<file path="src/rtl/sfs_pkg.sv">
`timescale 1ns/1ps
package sfs_pkg;
    // one start-mark slot followed by seven flag slots
    localparam int unsigned SLOTS_PER_GROUP = 8;
    localparam int unsigned F1_SLOT         = 1;
    localparam int unsigned F6_SLOT         = 6;

    typedef enum logic [1:0] {
        RX_QUIET = 2'd0,
        RX_ARMED = 2'd1,
        RX_SLOTS = 2'd2
    } rx_state_e;

    typedef enum logic [1:0] {
        FW_HUNT  = 2'd0,
        FW_TRACK = 2'd1,
        FW_LATE  = 2'd2
    } fw_state_e;
endpackage

</file>
<file path="src/rtl/sfs_slot_rx.sv">
`timescale 1ns/1ps
module sfs_slot_rx
    import sfs_pkg::*;
#(
    parameter int unsigned SLOT_CYC = 16,
    parameter int unsigned IDLE_CYC = 24
) (
    input  logic clk,
    input  logic rst_n,
    input  logic line_i,
    output logic f1_stb_o,
    output logic hold_o
);
    localparam int unsigned CW = (SLOT_CYC > 2) ? $clog2(SLOT_CYC) : 1;
    localparam int unsigned IW = $clog2(IDLE_CYC + 1);
    localparam int unsigned SW = $clog2(SLOTS_PER_GROUP);
    localparam logic [CW-1:0] MID_CYC   = CW'(SLOT_CYC / 2);
    localparam logic [CW-1:0] LAST_CYC  = CW'(SLOT_CYC - 1);
    localparam logic [SW-1:0] LAST_SLOT = SW'(SLOTS_PER_GROUP - 1);
    localparam logic [SW-1:0] SLOT_F1   = SW'(F1_SLOT);
    localparam logic [SW-1:0] SLOT_F6   = SW'(F6_SLOT);
    localparam logic [IW-1:0] QUIET_END = IW'(IDLE_CYC - 1);

    rx_state_e     state_q, state_d;
    logic [CW-1:0] cyc_q;
    logic [SW-1:0] slot_q;
    logic [IW-1:0] quiet_q;
    logic          slot_end, mid_pt;

    assign slot_end = (cyc_q == LAST_CYC);
    assign mid_pt   = (state_q == RX_SLOTS) && (cyc_q == MID_CYC);

    // state register
    always_ff @(posedge clk) begin
        if (!rst_n) state_q <= RX_QUIET;
        else        state_q <= state_d;
    end

    // transitions
    always_comb begin
        state_d = state_q;
        unique case (state_q)
            RX_QUIET: if (!line_i && quiet_q == QUIET_END) state_d = RX_ARMED;
            RX_ARMED: if (line_i) state_d = RX_SLOTS;
            RX_SLOTS: if (slot_end && slot_q == LAST_SLOT) state_d = RX_QUIET;
            default:  state_d = RX_QUIET;
        endcase
    end

    // counters and outputs
    always_ff @(posedge clk) begin
        if (!rst_n) begin
            cyc_q    <= '0;
            slot_q   <= '0;
            quiet_q  <= '0;
            f1_stb_o <= 1'b0;
            hold_o   <= 1'b0;
        end else begin
            f1_stb_o <= mid_pt && (slot_q == SLOT_F1) && line_i;
            if (mid_pt && slot_q == SLOT_F6) hold_o <= line_i;
            unique case (state_q)
                RX_QUIET: begin
                    quiet_q <= line_i ? '0 : quiet_q + IW'(1);
                    cyc_q   <= '0;
                end
                RX_ARMED: begin
                    quiet_q <= '0;
                    if (line_i) begin
                        cyc_q  <= CW'(1);
                        slot_q <= '0;
                    end
                end
                RX_SLOTS: begin
                    quiet_q <= '0;
                    if (slot_end) begin
                        cyc_q  <= '0;
                        slot_q <= slot_q + SW'(1);
                    end else begin
                        cyc_q <= cyc_q + CW'(1);
                    end
                end
                default: begin
                    quiet_q <= '0;
                    cyc_q   <= '0;
                end
            endcase
        end
    end

    AST_F1_SINGLE_CYCLE: assert property (@(posedge clk) disable iff (!rst_n) f1_stb_o |=> !f1_stb_o);
    AST_ARMED_AFTER_QUIET: assert property (@(posedge clk) disable iff (!rst_n) (state_q == RX_ARMED) |-> $past(!line_i));
    AST_GROUP_ENDS_QUIET: assert property (@(posedge clk) disable iff (!rst_n) (state_q == RX_SLOTS && slot_q == LAST_SLOT && slot_end) |=> (state_q == RX_QUIET && quiet_q == '0));
endmodule

</file>
<file path="src/rtl/sfs_flywheel.sv">
`timescale 1ns/1ps
module sfs_flywheel
    import sfs_pkg::*;
#(
    parameter int unsigned FRAME_CYC = 1500,
    parameter int unsigned WIN_CYC   = 16,
    parameter int unsigned PULSE_CYC = 64
) (
    input  logic clk,
    input  logic rst_n,
    input  logic f1_i,
    output logic fire_o,
    output logic slip_o,
    output logic sync_o
);
    localparam int unsigned PHW = $clog2(FRAME_CYC);
    localparam int unsigned PCW = $clog2(PULSE_CYC + 1);
    localparam logic [PHW-1:0] PH_LAST  = PHW'(FRAME_CYC - 1);
    localparam logic [PHW-1:0] PH_EARLY = PHW'(FRAME_CYC - 1 - WIN_CYC);
    localparam logic [PHW-1:0] PH_LATE  = PHW'(WIN_CYC - 1);

    fw_state_e      state_q, state_d;
    logic [PHW-1:0] ph_q;
    logic [PCW-1:0] pulse_q;
    logic           reload;

    // state register
    always_ff @(posedge clk) begin
        if (!rst_n) state_q <= FW_HUNT;
        else        state_q <= state_d;
    end

    // transitions and event outputs
    always_comb begin
        state_d = state_q;
        fire_o  = 1'b0;
        slip_o  = 1'b0;
        reload  = 1'b0;
        unique case (state_q)
            FW_HUNT: begin
                if (f1_i) begin
                    fire_o  = 1'b1;
                    reload  = 1'b1;
                    state_d = FW_TRACK;
                end
            end
            FW_TRACK: begin
                if (f1_i) begin
                    fire_o = 1'b1;
                    reload = 1'b1;
                    slip_o = (ph_q < PH_EARLY);
                end else if (ph_q == PH_LAST) begin
                    fire_o  = 1'b1;
                    reload  = 1'b1;
                    state_d = FW_LATE;
                end
            end
            FW_LATE: begin
                if (f1_i) begin
                    reload  = 1'b1;
                    state_d = FW_TRACK;
                end else if (ph_q == PH_LATE) begin
                    slip_o  = 1'b1;
                    state_d = FW_TRACK;
                end
            end
            default: state_d = FW_HUNT;
        endcase
    end

    // phase counter and pulse stretcher
    always_ff @(posedge clk) begin
        if (!rst_n) begin
            ph_q    <= '0;
            pulse_q <= '0;
        end else begin
            if (reload || state_q == FW_HUNT) ph_q <= '0;
            else                              ph_q <= ph_q + PHW'(1);
            if (fire_o)              pulse_q <= PCW'(PULSE_CYC);
            else if (pulse_q != '0)  pulse_q <= pulse_q - PCW'(1);
        end
    end

    assign sync_o = (pulse_q != '0);

    AST_FIRE_STARTS_PULSE: assert property (@(posedge clk) disable iff (!rst_n) fire_o |=> sync_o);
    AST_HUNT_SILENT: assert property (@(posedge clk) disable iff (!rst_n) (state_q == FW_HUNT) |-> !sync_o);
    AST_PHASE_BOUND: assert property (@(posedge clk) disable iff (!rst_n) (state_q != FW_HUNT) |-> (ph_q <= PH_LAST));
    AST_LATE_AFTER_SYNTH: assert property (@(posedge clk) disable iff (!rst_n) (state_q == FW_LATE && $past(state_q) != FW_LATE) |-> sync_o);
endmodule

</file>
<file path="src/rtl/sfs_host_flags.sv">
`timescale 1ns/1ps
module sfs_host_flags (
    input  logic clk,
    input  logic rst_n,
    input  logic fire_i,
    input  logic slip_i,
    input  logic rd_i,
    output logic new_frame_o,
    output logic frame_err_o
);
    always_ff @(posedge clk) begin
        if (!rst_n) begin
            new_frame_o <= 1'b0;
            frame_err_o <= 1'b0;
        end else begin
            new_frame_o <= (new_frame_o && !rd_i) || fire_i;
            frame_err_o <= (frame_err_o && !rd_i) || slip_i || (fire_i && new_frame_o && !rd_i);
        end
    end

    AST_NEW_ON_FIRE: assert property (@(posedge clk) disable iff (!rst_n) fire_i |=> new_frame_o);
    AST_OVERRUN_FLAGS: assert property (@(posedge clk) disable iff (!rst_n) (fire_i && new_frame_o && !rd_i) |=> (frame_err_o && new_frame_o));
    AST_READ_CLEARS: assert property (@(posedge clk) disable iff (!rst_n) (rd_i && !fire_i && !slip_i) |=> (!frame_err_o && !new_frame_o));
endmodule

</file>
<file path="src/rtl/subsync_regen.sv">
`timescale 1ns/1ps
module subsync_regen #(
    parameter int unsigned SLOT_CYC  = 16,
    parameter int unsigned IDLE_CYC  = 24,
    parameter int unsigned FRAME_CYC = 1500,
    parameter int unsigned WIN_CYC   = 16,
    parameter int unsigned PULSE_CYC = 64
) (
    input  logic clk,
    input  logic rst_n,
    input  logic flag_line,
    input  logic stat_rd,
    output logic f1_seen,
    output logic hold_seen,
    output logic sync_pulse,
    output logic new_frame,
    output logic frame_err
);
    logic fire, slip;

    sfs_slot_rx #(
        .SLOT_CYC (SLOT_CYC),
        .IDLE_CYC (IDLE_CYC)
    ) u_rx (
        .clk      (clk),
        .rst_n    (rst_n),
        .line_i   (flag_line),
        .f1_stb_o (f1_seen),
        .hold_o   (hold_seen)
    );

    sfs_flywheel #(
        .FRAME_CYC (FRAME_CYC),
        .WIN_CYC   (WIN_CYC),
        .PULSE_CYC (PULSE_CYC)
    ) u_fw (
        .clk    (clk),
        .rst_n  (rst_n),
        .f1_i   (f1_seen),
        .fire_o (fire),
        .slip_o (slip),
        .sync_o (sync_pulse)
    );

    sfs_host_flags u_flags (
        .clk         (clk),
        .rst_n       (rst_n),
        .fire_i      (fire),
        .slip_i      (slip),
        .rd_i        (stat_rd),
        .new_frame_o (new_frame),
        .frame_err_o (frame_err)
    );

    AST_SYNC_AFTER_F1_IN_HUNT: assert property (@(posedge clk) disable iff (!rst_n) (f1_seen && !sync_pulse && !new_frame && !frame_err) |=> (sync_pulse && new_frame));
endmodule

</file>
<file path="config.mk">
export PLATFORM = sky130hd
export DESIGN_NAME = subsync_regen
export DESIGN_NICKNAME = d
export VERILOG_FILES = /design/src/rtl/sfs_pkg.sv /design/src/rtl/sfs_slot_rx.sv /design/src/rtl/sfs_flywheel.sv /design/src/rtl/sfs_host_flags.sv /design/src/rtl/subsync_regen.sv
export SDC_FILE = /design/constraint.sdc
export NUM_CORES = 1
export LEC_CHECK = 0
export BUFFER_PORTS_ARGS = -buffer_cell sky130_fd_sc_hd__buf_2
export CELL_PAD_IN_SITES_DETAIL_PLACEMENT = 0
export CELL_PAD_IN_SITES_GLOBAL_PLACEMENT = 1
export CORE_ASPECT_RATIO = 1.75
export CORE_UTILIZATION = 42
export DETAILED_ROUTE_END_ITERATION = 12
export GPL_ROUTABILITY_DRIVEN = 1
export GPL_TIMING_DRIVEN = 0
export PLACE_DENSITY = 0.82
export SYNTH_ARGS = -nofsm -noshare
export SYNTH_HDL_FRONTEND = slang
export SYNTH_SLANG_ARGS = --single-unit
</file>
<file path="constraint.sdc">
create_clock -name clk -period 1.8 [get_ports clk]
set_input_delay 0.18 -clock clk [delete_from_list [all_inputs] [get_ports clk]]
set_output_delay 0.18 -clock clk [all_outputs]
set_load 0.02 [all_outputs]
</file>
==> results of run 1 <==
-- cell families (layout without fill, tap and decap cells) --
family                     count (synthesis)  after routing
DFF                                       38             38
xor gates and xnor gates                  16             16
and+or+nand+nor                           96             96
buffers and inverters                     25             43
adders and majority gates                 16             16
muxes                                      5              5
AOI/OAI and AO/OA                         34             34
-- synth_stat cells (6+ instances only) --
cell type,number,share of area
xnor2_1,7,0.030
nor2b_1,8,0.025
dfxtp_1,38,0.37
xor2_1,8,0.034
o21ai_0,6,0.015
a21oi_1,6,0.015
clkbuf_1,6,0.011
a21boi_0,6,0.022
nand2_1,17,0.031
inv_1,15,0.028
nor2_1,23,0.042
ha_1,16,0.098
nand3_1,10,0.025
-- flip-flops by register name (all words and copies together), names as in the netlist --
register	flops
u_rx.state_q	2
u_rx.slot_q	3
u_flags.frame_err_o	1
u_rx.hold_o	1
u_fw.state_q	2
u_rx.f1_stb_o	1
u_fw.ph_q	11
u_flags.new_frame_o	1
u_rx.cyc_q	4
u_fw.pulse_q	7
u_rx.quiet_q	5
-- critical path: stages, from the launching register on --
cell and delay [ns]:
dfxtp_2 0.33, inv_2 0.07, ha_4 0.12, or3b_4 0.37
or4_4 0.45, buf_6 0.15
-- cell type report --
type | count | share of cell area
Multi-Input combinational cell | 167 | 0.530
Timing Repair Buffer | 12 | 0.0355
Inverter | 15 | 0.0242
Tap cell | 52 | 0.0279
Clock buffer | 7 | 0.0371
Clock inverter | 1 | 0.00215
Buffer | 8 | 0.0156
Sequential cell | 38 | 0.328
-- power groups by stage --
stage	Combinational [W]	Sequential [W]	Clock [W]
floorplan	0.000366	0.000941	0
global placement	0.000419	0.000948	0
detailed placement	0.000428	0.000948	0
CTS	0.000530	0.000930	0.000618
global route	0.000597	0.000940	0.000650
finish	0.000545	0.000933	0.000601
-- per-stage QoR --
step	instance area (um2)	setup WS [ns]
3_3_place_gp	2160	-0.0793
5_1_grt	2330	-0.204
3_5_place_dp	2160	-0.111
2_1_floorplan	2060	-0.0424
4_1_cts	2290	-0.252
6_report	2330	-0.148
-- routing by layer --
metal  vias up  part of all wire
met1       746              0.41
met4         0             0.019
met3         6             0.024
li1        832                 -
met2        11              0.54
met5         -                 0
-- what timing repair did --
item                                    CTS  global route
pin swaps                                 4             1
buffers inserted                          5             0
resized for setup                         8             8
endpoints found under the setup margin   18            20
-- how the worst max path moves through the flow --
stage                                            start                           end  slack (ns)  cells after the start
after CTS                 u_fw.pulse_q[1]$_SDFFE_PP0P_                    sync_pulse       -0.25                      5
after detailed placement       u_fw.ph_q[0]$_SDFF_PP0_      u_fw.ph_q[10]$_SDFF_PP0_       -0.11                      6
after global routing      u_fw.pulse_q[0]$_SDFFE_PP0P_                    sync_pulse       -0.20                      5
final                     u_fw.pulse_q[0]$_SDFFE_PP0P_                    sync_pulse       -0.15                      5
after floorplan           u_fw.pulse_q[0]$_SDFFE_PP0P_  u_fw.pulse_q[0]$_SDFFE_PP0P_       -0.04                      7
after global placement         u_fw.ph_q[0]$_SDFF_PP0_      u_fw.ph_q[10]$_SDFF_PP0_       -0.08                      6
==> key figures, run 1 <==
Drt
  – Final wirelength: 3.93 mm
  – Remaining DRCs: 0
  – Router iterations before antenna repair: 4
  – WL/cell: 13.1 um
  – Antenna viol nets, final: 0
  – Initial DRC count: 17
  – Via-to-Cell Ratio: 5.32
  – Vias: 1595

Clock network
  – CTS Root Cell: clkbuf_8
  – Clk buf depth: 2
  – TritonCTS buffer count: 5
  – CTS tree: yes
  – Clk pin slew, worst setup/hold paths: 0.07 ns
  – Post-CTS Hold Buffers: 0
  – Sink Count: 38
  – Clk Latency, worst-skew pair: 0.29 ns
  – H-tree depth: 2

Hold path
  – Hold EP: u_flags.new_frame_o$_SDFF_PN0_
  – Worst Hold Class: in -> reg
  – Hold path cells: 3
  – Min-Delay Startpoint: stat_rd

Place
  – Detailed-placement wirelength estimate: 2.96 mm
  – IO Port Bufs: 7
  – RD Place Congestion: 0.798
  – Cells after DPL: 289

Pwr
  – Register share of total power: 0.449
  – Net Sw Frac: 0.270
  – Clock power share: 0.289
  – PwrDens: 893 nW/um2
  – Maximum VDD drop: 0.669 mV
  – Final Power: 0.00208 W
  – P_int: 0.00152 W
  – Lkg Pwr: 0.863 nW
  – Power share of the combinational group: 0.262
  – Switching power: 0.000561 W

Global routing
  – Global-route wire length before repair: 6.44 mm
  – Largest net degree at the start of global routing: 12
  – Total track usage: 0.172
  – Number of global-route vias before repair: 1513
  – GR Util met1: 0.167
  – Initial antenna violation count: 0
  – Grt ovf: 0
  – Gr busiest metal: met2
  – Met3 Usage GRT: 0.0421
  – Met2 usage: 0.314

Critical path
  – Critical path class: reg -> out
  – Crit Reg-Reg Startpoint: u_fw.pulse_q[0]$_SDFFE_PP0P_
  – Crit path DAT: 1.77 ns
  – CP Capture Type: primary output
  – RR Endpoint: u_fw.pulse_q[0]$_SDFFE_PP0P_
  – Crit Path Max Fanout: 2
  – R2R setup slack: -0.06 ns
  – R2R depth: 7
  – Critical path launch point type: flip-flop
  – Critical Path RT: 1.62 ns

Yosys
  – Post-synth EDFFs: 0
  – Unique masters post-synth: 51
  – #FFs+latches synth: 38
  – Simple-gate portion of the synthesized area: 0.259
  – Largest family of logic cells by synthesized area: simple AND/OR/NAND/NOR gates
  – Async set-reset flop share out of synthesis: 0
  – Post-synth top flop: dfxtp_1
  – Synth Area in Compound Gates: 0.120
  – Ys Warns: 0
  – Mux cell area share after synthesis: 0.0252
  – Mapped Area: 2040 um2
  – Avg Inst Size Synth: 8.86 um2
  – Syn Inst Count: 230
  – Synth Area in XOR/XNOR: 0.0725
  – Syn_nets: 250
  – Adder-Cell Fraction of Synth Area: 0.0983
  – Fraction of the yosys area taken by sequential cells: 0.373

Finish
  – Antenna fix cells: 0
  – Final core occ: 0.499
  – Commonest non-fill, non-tap cell in the layout: dfxtp_1
  – Filler cell count: 451
  – Most frequent cells in the layout: dfxtp_1 (36), nor2_1 (22), nand2_1 (17)
  – Fin cells: 300
  – Register area: 763 um2
  – Share of layout cells above drive strength 1: 0.173
  – Final net count: 267
  – Multi-input gate area: 1230 um2
  – P&R area growth vs syn: 14.3%

Job
  – Max-cap violations: 0

STA
  – Final worst slack: -0.148 ns
  – Final period util: 1.08
  – WHS: 0.187 ns
  – Hold Vio Cnt, Final: 0
  – Slew HR: 0.709
  – Final Slew Violations: 0
  – Fmax: 513 MHz
  – RSZ-0062 raised after global routing: true
  – Final Skew: 0.00814 ns
  – Slew @ Worst Pin: 0.436 ns
  – Final Setup Violations: 2
  – Fin crit period: 1.95 ns
  – Setup TNS Final: -0.211 ns

Floorplan
  – Core Region: 4670 um2
  – Die X: 54.6 um
  – Initial Util: 0.437
  – Full die area: 5140 um2
  – I/O pins: 9
  – Die Ht: 94.1 um
  – Core Rows: 33

Outcome
  – Status: finished with violations
  – Failing checks: setup timing
Power figures use the tool's default switching activity.
==> run 2, diff against run 1 <==
Settings changed: ABC_CLOCK_PERIOD_IN_PS set to 1800, CORE_MARGIN set to 5, SETUP_SLACK_MARGIN set to 0.15.
==> key figures, run 2 (synthesis results as in run 1) <==
Finish
  – Top flop regs: u_fw.ph_q (11), u_fw.pulse_q (7), u_rx.quiet_q (5) (unchanged)
  – Final net count: 277 (was 267)
  – Filler cell count: 444 (was 451)
  – Final core occ: 0.528 (was 0.499)
  – Share of layout cells above drive strength 1: 0.273 (was 0.173)
  – P&R area growth vs syn: 21.9% (was 14.3%)
  – Fin cells: 308 (was 300)
  – Most frequent cells in the layout: dfxtp_1 (28), nor2_1 (23), nand2_1 (17) (was dfxtp_1 (36), nor2_1 (22), nand2_1 (17))
  – Antenna fix cells: 0 (unchanged)
  – Commonest non-fill, non-tap cell in the layout: dfxtp_1 (unchanged)
  – Top reg by flops: u_fw.ph_q (unchanged)
  – Largest register FFs: 11 (unchanged)

Pwr
  – Maximum VDD drop: 0.562 mV (was 0.669 mV)
  – Lkg Pwr: 0.928 nW (was 0.863 nW)
  – PwrDens: 841 nW/um2 (was 893 nW/um2)
  – Final Power: 0.00209 W (was 0.00208 W)

Critical path
  – CP cell instances: inv_2 -> ha_4 -> or3b_4 -> or4_4 -> buf_6 -> buf_6 (was inv_2 -> ha_4 -> or3b_4 -> or4_4 -> buf_6)
  – CP Capture Type: primary output (unchanged)
  – Max stage delay on crit path: 0.42 ns (was 0.45 ns)
  – Critical Path RT: 1.62 ns (about the same)
  – Crit path top cell by count: buf_6
  – Crit Path Max Fanout: 2 (unchanged)
  – R2R setup slack: -0.15 ns (was -0.06 ns)
  – Critical path class: reg -> out (unchanged)
  – Critical path launch point type: flip-flop (unchanged)
  – CP max-delay cell: or4_4 (unchanged)
  – Crit path DAT: 1.85 ns (was 1.77 ns)

Floorplan
  – Core Rows: 33 (unchanged)
  – Initial Util: 0.433 (was 0.437)
  – Die Ht: 102 um (was 94.1 um)
  – I/O pins: 9 (unchanged)
  – Core Region: 4710 um2 (was 4670 um2)
  – Die X: 62.6 um (was 54.6 um)
  – Full die area: 6400 um2 (was 5140 um2)

STA
  – Slew @ Worst Pin: 0.446 ns (was 0.436 ns)
  – Fmax: 493 MHz (was 513 MHz)
  – Hold Vio Cnt, Final: 0 (unchanged)
  – Final period util: 1.13 (was 1.08)
  – WHS: 0.182 ns (was 0.187 ns)
  – Setup TNS Final: -0.614 ns (was -0.211 ns)
  – Final Skew: 0.00380 ns (was 0.00814 ns)
  – RSZ-0062 raised after global routing: true (unchanged)
  – Final worst slack: -0.228 ns (was -0.148 ns)
  – Final Setup Violations: 7 (was 2)
  – Slew HR: 0.703 (was 0.709)
  – Fin crit period: 2.03 ns (was 1.95 ns)
  – Final Slew Violations: 0 (unchanged)

Drt
  – Final wirelength: 4.29 mm (was 3.93 mm)
  – Router iterations before antenna repair: 5 (was 4)
  – WL/cell: 13.9 um (was 13.1 um)
  – Via-to-Cell Ratio: 5.43 (was 5.32)
  – Vias: 1672 (was 1595)
  – Remaining DRCs: 0 (unchanged)
  – Antenna viol nets, final: 0 (unchanged)
  – Initial DRC count: 45 (was 17)

Global routing
  – Initial antenna violation count: 0 (unchanged)
  – Grt ovf: 0 (unchanged)
  – Met3 Usage GRT: 0.0385 (was 0.0421)
  – GR Util met1: 0.141 (was 0.167)
  – Total track usage: 0.146 (was 0.172)
  – Global-route wire length before repair: 7.50 mm (was 6.44 mm)
  – Met2 usage: 0.281 (was 0.314)
  – Largest net degree at the start of global routing: 11 (was 12)
  – Number of global-route vias before repair: 1746 (was 1513)
  – Gr busiest metal: met2 (unchanged)

Hold path
  – Worst Hold Class: in -> reg (unchanged)

Clock network
  – Sink Count: 38 (unchanged)
  – CTS tree: yes (unchanged)
  – H-tree depth: 2 (unchanged)
  – Clk Latency, worst-skew pair: 0.29 ns (about the same)
  – Clk buf depth: 2 (unchanged)
  – Clk pin slew, worst setup/hold paths: 0.07 ns (about the same)
  – TritonCTS buffer count: 5 (unchanged)
  – CTS Root Cell: clkbuf_8 (unchanged)

Outcome
  – Failing checks: setup timing (unchanged)
  – Status: finished with violations (unchanged)

Place
  – RD Place Congestion: 0.766 (was 0.798)
  – IO Port Bufs: 7 (unchanged)
  – Detailed-placement wirelength estimate: 3.00 mm (was 2.96 mm)
  – Cells after DPL: 289 (unchanged)

Job
  – Max-cap violations: 0 (unchanged)
## run 2: changes by cell type in the layout (fill, tap and decap cells not counted), sizes merged
cell,before,now
clkbuf,13,11
buf,14,25
clkinv,1,0
## run 2: layer usage
layer  share of wire  vias up
met4           0.032        0
met1            0.40      782
li1                -      858
met5               0        -
met2            0.54       19
met3           0.029       13
## run 2: through the flow
step | area [um2] | setup slack (ns)
2_1_floorplan | 2060 | -0.0424
3_3_place_gp | 2160 | -0.0692
3_5_place_dp | 2160 | -0.0785
4_1_cts | 2410 | -0.232
5_1_grt | 2480 | -0.282
6_report | 2480 | -0.228
## run 2: worst paths after layout
check                                                  start                        endpoint  depth (start not counted)
worst max-delay path            u_fw.pulse_q[1]$_SDFFE_PP0P_                      sync_pulse                          6
worst min-delay path                                 stat_rd  u_flags.new_frame_o$_SDFF_PN0_                          3
worst max register to register  u_fw.pulse_q[1]$_SDFFE_PP0P_    u_fw.pulse_q[0]$_SDFFE_PP0P_                          8
worst min register to register    u_rx.quiet_q[0]$_SDFF_PP0_      u_rx.quiet_q[0]$_SDFF_PP0_                          1
## run 2: layout make-up
class	count	area (um2)	share of cell area
Multi-Input combinational cell	167	1280	0.516
Sequential cell	38	776	0.312
Timing Repair Buffer	20	140	0.0564
Clock buffer	6	82.6	0.0332
Buffer	10	81.3	0.0327
Tap cell	52	65.1	0.0262
Inverter	15	56.3	0.0227
## run 2: worst max-delay path, delay by kind of cell, from the launching register on
family | cells | cell delay (ns)
fa+ha+maj | 1 | 0.13
buf+inv | 3 | 0.31
flops | 1 | 0.33
simple gates | 2 | 0.79
## run 2: timing repair
action | CTS | global route
hold endpoints to repair | 0 | 0
hold buffers | 0 | 0
gates resized for setup | 27 | 21
endpoints found under the setup margin | 22 | 29
buffers inserted | 11 | 1
cloned | 1 | 0
pin swaps | 6 | 2
## run 2: report_power, final
part	internal [W]	switching, W
Combinational	0.000354	0.000231
Clock	0.000295	0.000277
Sequential	0.000891	0.0000389
==> run 3, diff against run 2 <==
Settings changed: CORE_MARGIN 5 to 4, CORE_UTILIZATION 42 to 44, CTS_BUF_LIST set to sky130_fd_sc_hd__clkbuf_4 sky130_fd_sc_hd__clkbuf_8, PLACE_DENSITY 0.82 to 0.85, SYNTH_HIERARCHICAL set to 1.
==> key figures, run 3 <==
Outcome
  – Status: finished with violations (unchanged)
  – Failing checks: setup timing (unchanged)

STA
  – Final worst slack: -0.244 ns (was -0.228 ns)
  – Hold Vio Cnt, Final: 0 (unchanged)
  – Setup TNS Final: -0.448 ns (was -0.614 ns)
  – Fmax: 489 MHz (was 493 MHz)
  – Final period util: 1.14 (was 1.13)
  – Slew @ Worst Pin: 0.456 ns (was 0.446 ns)
  – Fin crit period: 2.04 ns (was 2.03 ns)
  – Final Slew Violations: 0 (unchanged)
  – Slew HR: 0.693 (was 0.703)
  – Final Setup Violations: 7 (unchanged)
  – Final Skew: 0.00167 ns (was 0.00380 ns)
  – RSZ-0062 raised after global routing: true (unchanged)

Clock network
  – CTS Root Cell: clkbuf_8 (unchanged)
  – Clk pin slew, worst setup/hold paths: 0.07 ns (about the same)
  – H-tree depth: 2 (unchanged)
  – CTS tree: yes (unchanged)
  – Sink Count: 38 (unchanged)
  – TritonCTS buffer count: 5 (unchanged)
  – Clk buf depth: 2 (unchanged)
  – Clk Latency, worst-skew pair: 0.29 ns (about the same)
  – Post-CTS Hold Buffers: 0 (unchanged)

Finish
  – Largest register FFs: 11 (unchanged)
  – Final core occ: 0.583 (was 0.528)
  – Final net count: 279 (was 277)
  – Top reg by flops: u_fw/ph_q (was u_fw.ph_q)
  – Commonest non-fill, non-tap cell in the layout: dfxtp_1 (unchanged)
  – Top flop regs: u_fw/ph_q (11), u_fw/pulse_q (7), u_rx/quiet_q (5) (was u_fw.ph_q (11), u_fw.pulse_q (7), u_rx.quiet_q (5))
  – Antenna fix cells: 0 (unchanged)
  – Share of layout cells above drive strength 1: 0.311 (was 0.273)
  – P&R area growth vs syn: 26.6% (was 21.9%)
  – Most frequent cells in the layout: dfxtp_1 (26), nor2_1 (23), nand2_1 (19) (was dfxtp_1 (28), nor2_1 (23), nand2_1 (17))

Place
  – RD Place Congestion: 0.793 (was 0.766)
  – Detailed-placement wirelength estimate: 2.81 mm (was 3.00 mm)
  – Pre-CTS setup slack: -0.0481 ns (was -0.0785 ns)
  – IO Port Bufs: 8 (was 7)

Drt
  – Via-to-Cell Ratio: 5.43 (about the same)
  – Remaining DRCs: 0 (unchanged)
  – Final wirelength: 4.26 mm (was 4.29 mm)
  – Vias: 1673 (was 1672)
  – Initial DRC count: 62 (was 45)
  – WL/cell: 13.8 um (was 13.9 um)
  – Antenna viol nets, final: 0 (unchanged)
  – Router iterations before antenna repair: 4 (was 5)

Yosys
  – Biggest area consumer among synthesized cells: dfxtp_1 (unchanged)
  – Async set-reset flop share out of synthesis: 0 (unchanged)
  – Syn Inst Count: 227 (was 230)
  – Syn_nets: 250 (unchanged)
  – Post-synth top flop: dfxtp_1 (unchanged)
  – Fraction of the yosys area taken by sequential cells: 0.372 (was 0.373)
  – Most frequent cells after synthesis: dfxtp_1 (38), nor2_1 (32), ha_1 (19), nand2_1 (19), inv_1 (14) (was dfxtp_1 (38), nor2_1 (23), nand2_1 (17), ha_1 (16), inv_1 (15))
  – #FFs+latches synth: 38 (unchanged)
  – Unique masters post-synth: 49 (was 51)
  – Share of the synthesized area in the top cell type: 0.372 (was 0.373)
  – Avg Inst Size Synth: 9.02 um2 (was 8.86 um2)
  – Ys Warns: 6 (was 0)
  – Count leader, synth: dfxtp_1 (unchanged)
  – Mapped Area: 2050 um2 (was 2040 um2)
  – Post-synth EDFFs: 0 (unchanged)
  – Top cells by area, synth: dfxtp_1 (37%), ha_1 (12%), nor2_1 (5.9%) (was dfxtp_1 (37%), ha_1 (9.8%), nor2_1 (4.2%))

Hold path
  – Worst Hold Class: in -> reg (unchanged)

Floorplan
  – Core Region: 4440 um2 (was 4710 um2)
  – Die X: 59.6 um (was 62.6 um)
  – Core Rows: 32 (was 33)
  – Full die area: 5850 um2 (was 6400 um2)
  – Initial Util: 0.461 (was 0.433)
  – I/O pins: 9 (unchanged)
  – Die Ht: 98.2 um (was 102 um)

Global routing
  – Initial antenna violation count: 0 (unchanged)
  – Global-route wire length before repair: 7.25 mm (was 7.50 mm)
  – Total track usage: 0.157 (was 0.146)
  – Largest net degree at the start of global routing: 17 (was 11)
  – Number of global-route vias before repair: 1668 (was 1746)
  – Grt ovf: 0 (unchanged)

Pwr
  – Clock power share: 0.342 (was 0.274)
  – Power share of the combinational group: 0.287 (was 0.280)
  – P_int: 0.00192 W (was 0.00154 W)
  – Lkg Pwr: 0.976 nW (was 0.928 nW)
  – PwrDens: 1010 nW/um2 (was 841 nW/um2)
  – Register share of total power: 0.371 (was 0.446)
  – Maximum VDD drop: 1.08 mV (was 0.562 mV)
  – Net Sw Frac: 0.263 (was 0.262)
  – Switching power: 0.000685 W (was 0.000547 W)

Job
  – Max-cap violations: 0 (unchanged)

Critical path
  – CP Capture Type: primary output (unchanged)
  – Crit path DAT: 1.86 ns (was 1.85 ns)
  – Critical path class: reg -> out (unchanged)
  – Critical path launch point type: flip-flop (unchanged)
  – Critical Path RT: 1.62 ns (about the same)
  – Crit Path Max Fanout: 2 (unchanged)
-- run 3: what timing repair did --
action / 4_1_cts / 5_1_grt
gates resized for setup: 17 / 38
cloned: 1 / 0
pin swaps: 6 / 13
setup buffers: 8 / 5
setup endpoints to repair: 23 / 24
-- run 3: metrics by stage --
stage	instances	hold slack [ns]	area, um2	total power (W)
2_1_floorplan	227	0.298	2080	0.00141
3_3_place_gp	286	0.428	2180	0.00148
3_5_place_dp	286	0.443	2180	0.00150
4_1_cts	303	0.199	2440	0.00257
5_1_grt	308	0.232	2590	0.00276
6_report	308	0.207	2590	0.00261
-- run 3: cell type report --
class,instances,area (um2)
clock buffer,6,82.6
buffer,5,45.0
timing repair buffer,22,156
clock inverter,2,60.1
inverter,14,55.1
multi-input combinational,170,1350
fill,388,1850
sequential,38,783
tap,51,63.8
-- run 3: power by group through the flow --
stage                     clock network, W  registers (W)  logic (W)
final                             0.000893       0.000967   0.000747
after global routing              0.000950       0.000978   0.000831
after CTS                         0.000923       0.000970   0.000676
after detailed placement                 0       0.000994   0.000502
after global placement                   0       0.000994   0.000483
after floorplan                          0       0.000981   0.000424
-- run 3: worst paths after layout --
check	startpoint	slack [ns]	end	cells after the start
worst max-delay path	u_fw/pulse_q[0]$_SDFFE_PP0P_	-0.24	sync_pulse	6
worst min-delay path	flag_line	0.21	u_rx/f1_stb_o$_SDFF_PN0_	3
worst max register to register	u_fw/pulse_q[0]$_SDFFE_PP0P_	-0.06	u_fw/pulse_q[0]$_SDFFE_PP0P_	8
worst min register to register	u_fw/ph_q[0]$_SDFF_PP0_	0.45	u_fw/ph_q[0]$_SDFF_PP0_	1
-- run 3: per-layer routing --
metal | up-vias | part of all wire | GRT usage
met4 | 0 | 0.031 | 0.0887
met2 | 17 | 0.56 | 0.277
met3 | 10 | 0.020 | 0.0357
li1 | 843 | - | -
met5 | - | 0 | 0
met1 | 803 | 0.39 | 0.162
-- run 3: kinds of logic (layout without fill, tap and decap cells) --
logic type      count (synthesis)  after routing  share of synthesized area
fa+ha+maj                      19             19                      0.116
mux                             5              5                     0.0245
flops                          38             38                      0.372
xor+xnor                       17             17                     0.0727
compound gates                 29             29                      0.117
buf+inv                        19             49                     0.0403
simple gates                  100            100                      0.258
-- run 3: worst max-delay path: stages (launching register included) --
cell     delay, ns
dfxtp_4       0.35
inv_2         0.06
ha_4          0.12
or3b_4        0.37
or4_4         0.42
buf_6         0.14
buf_6         0.12
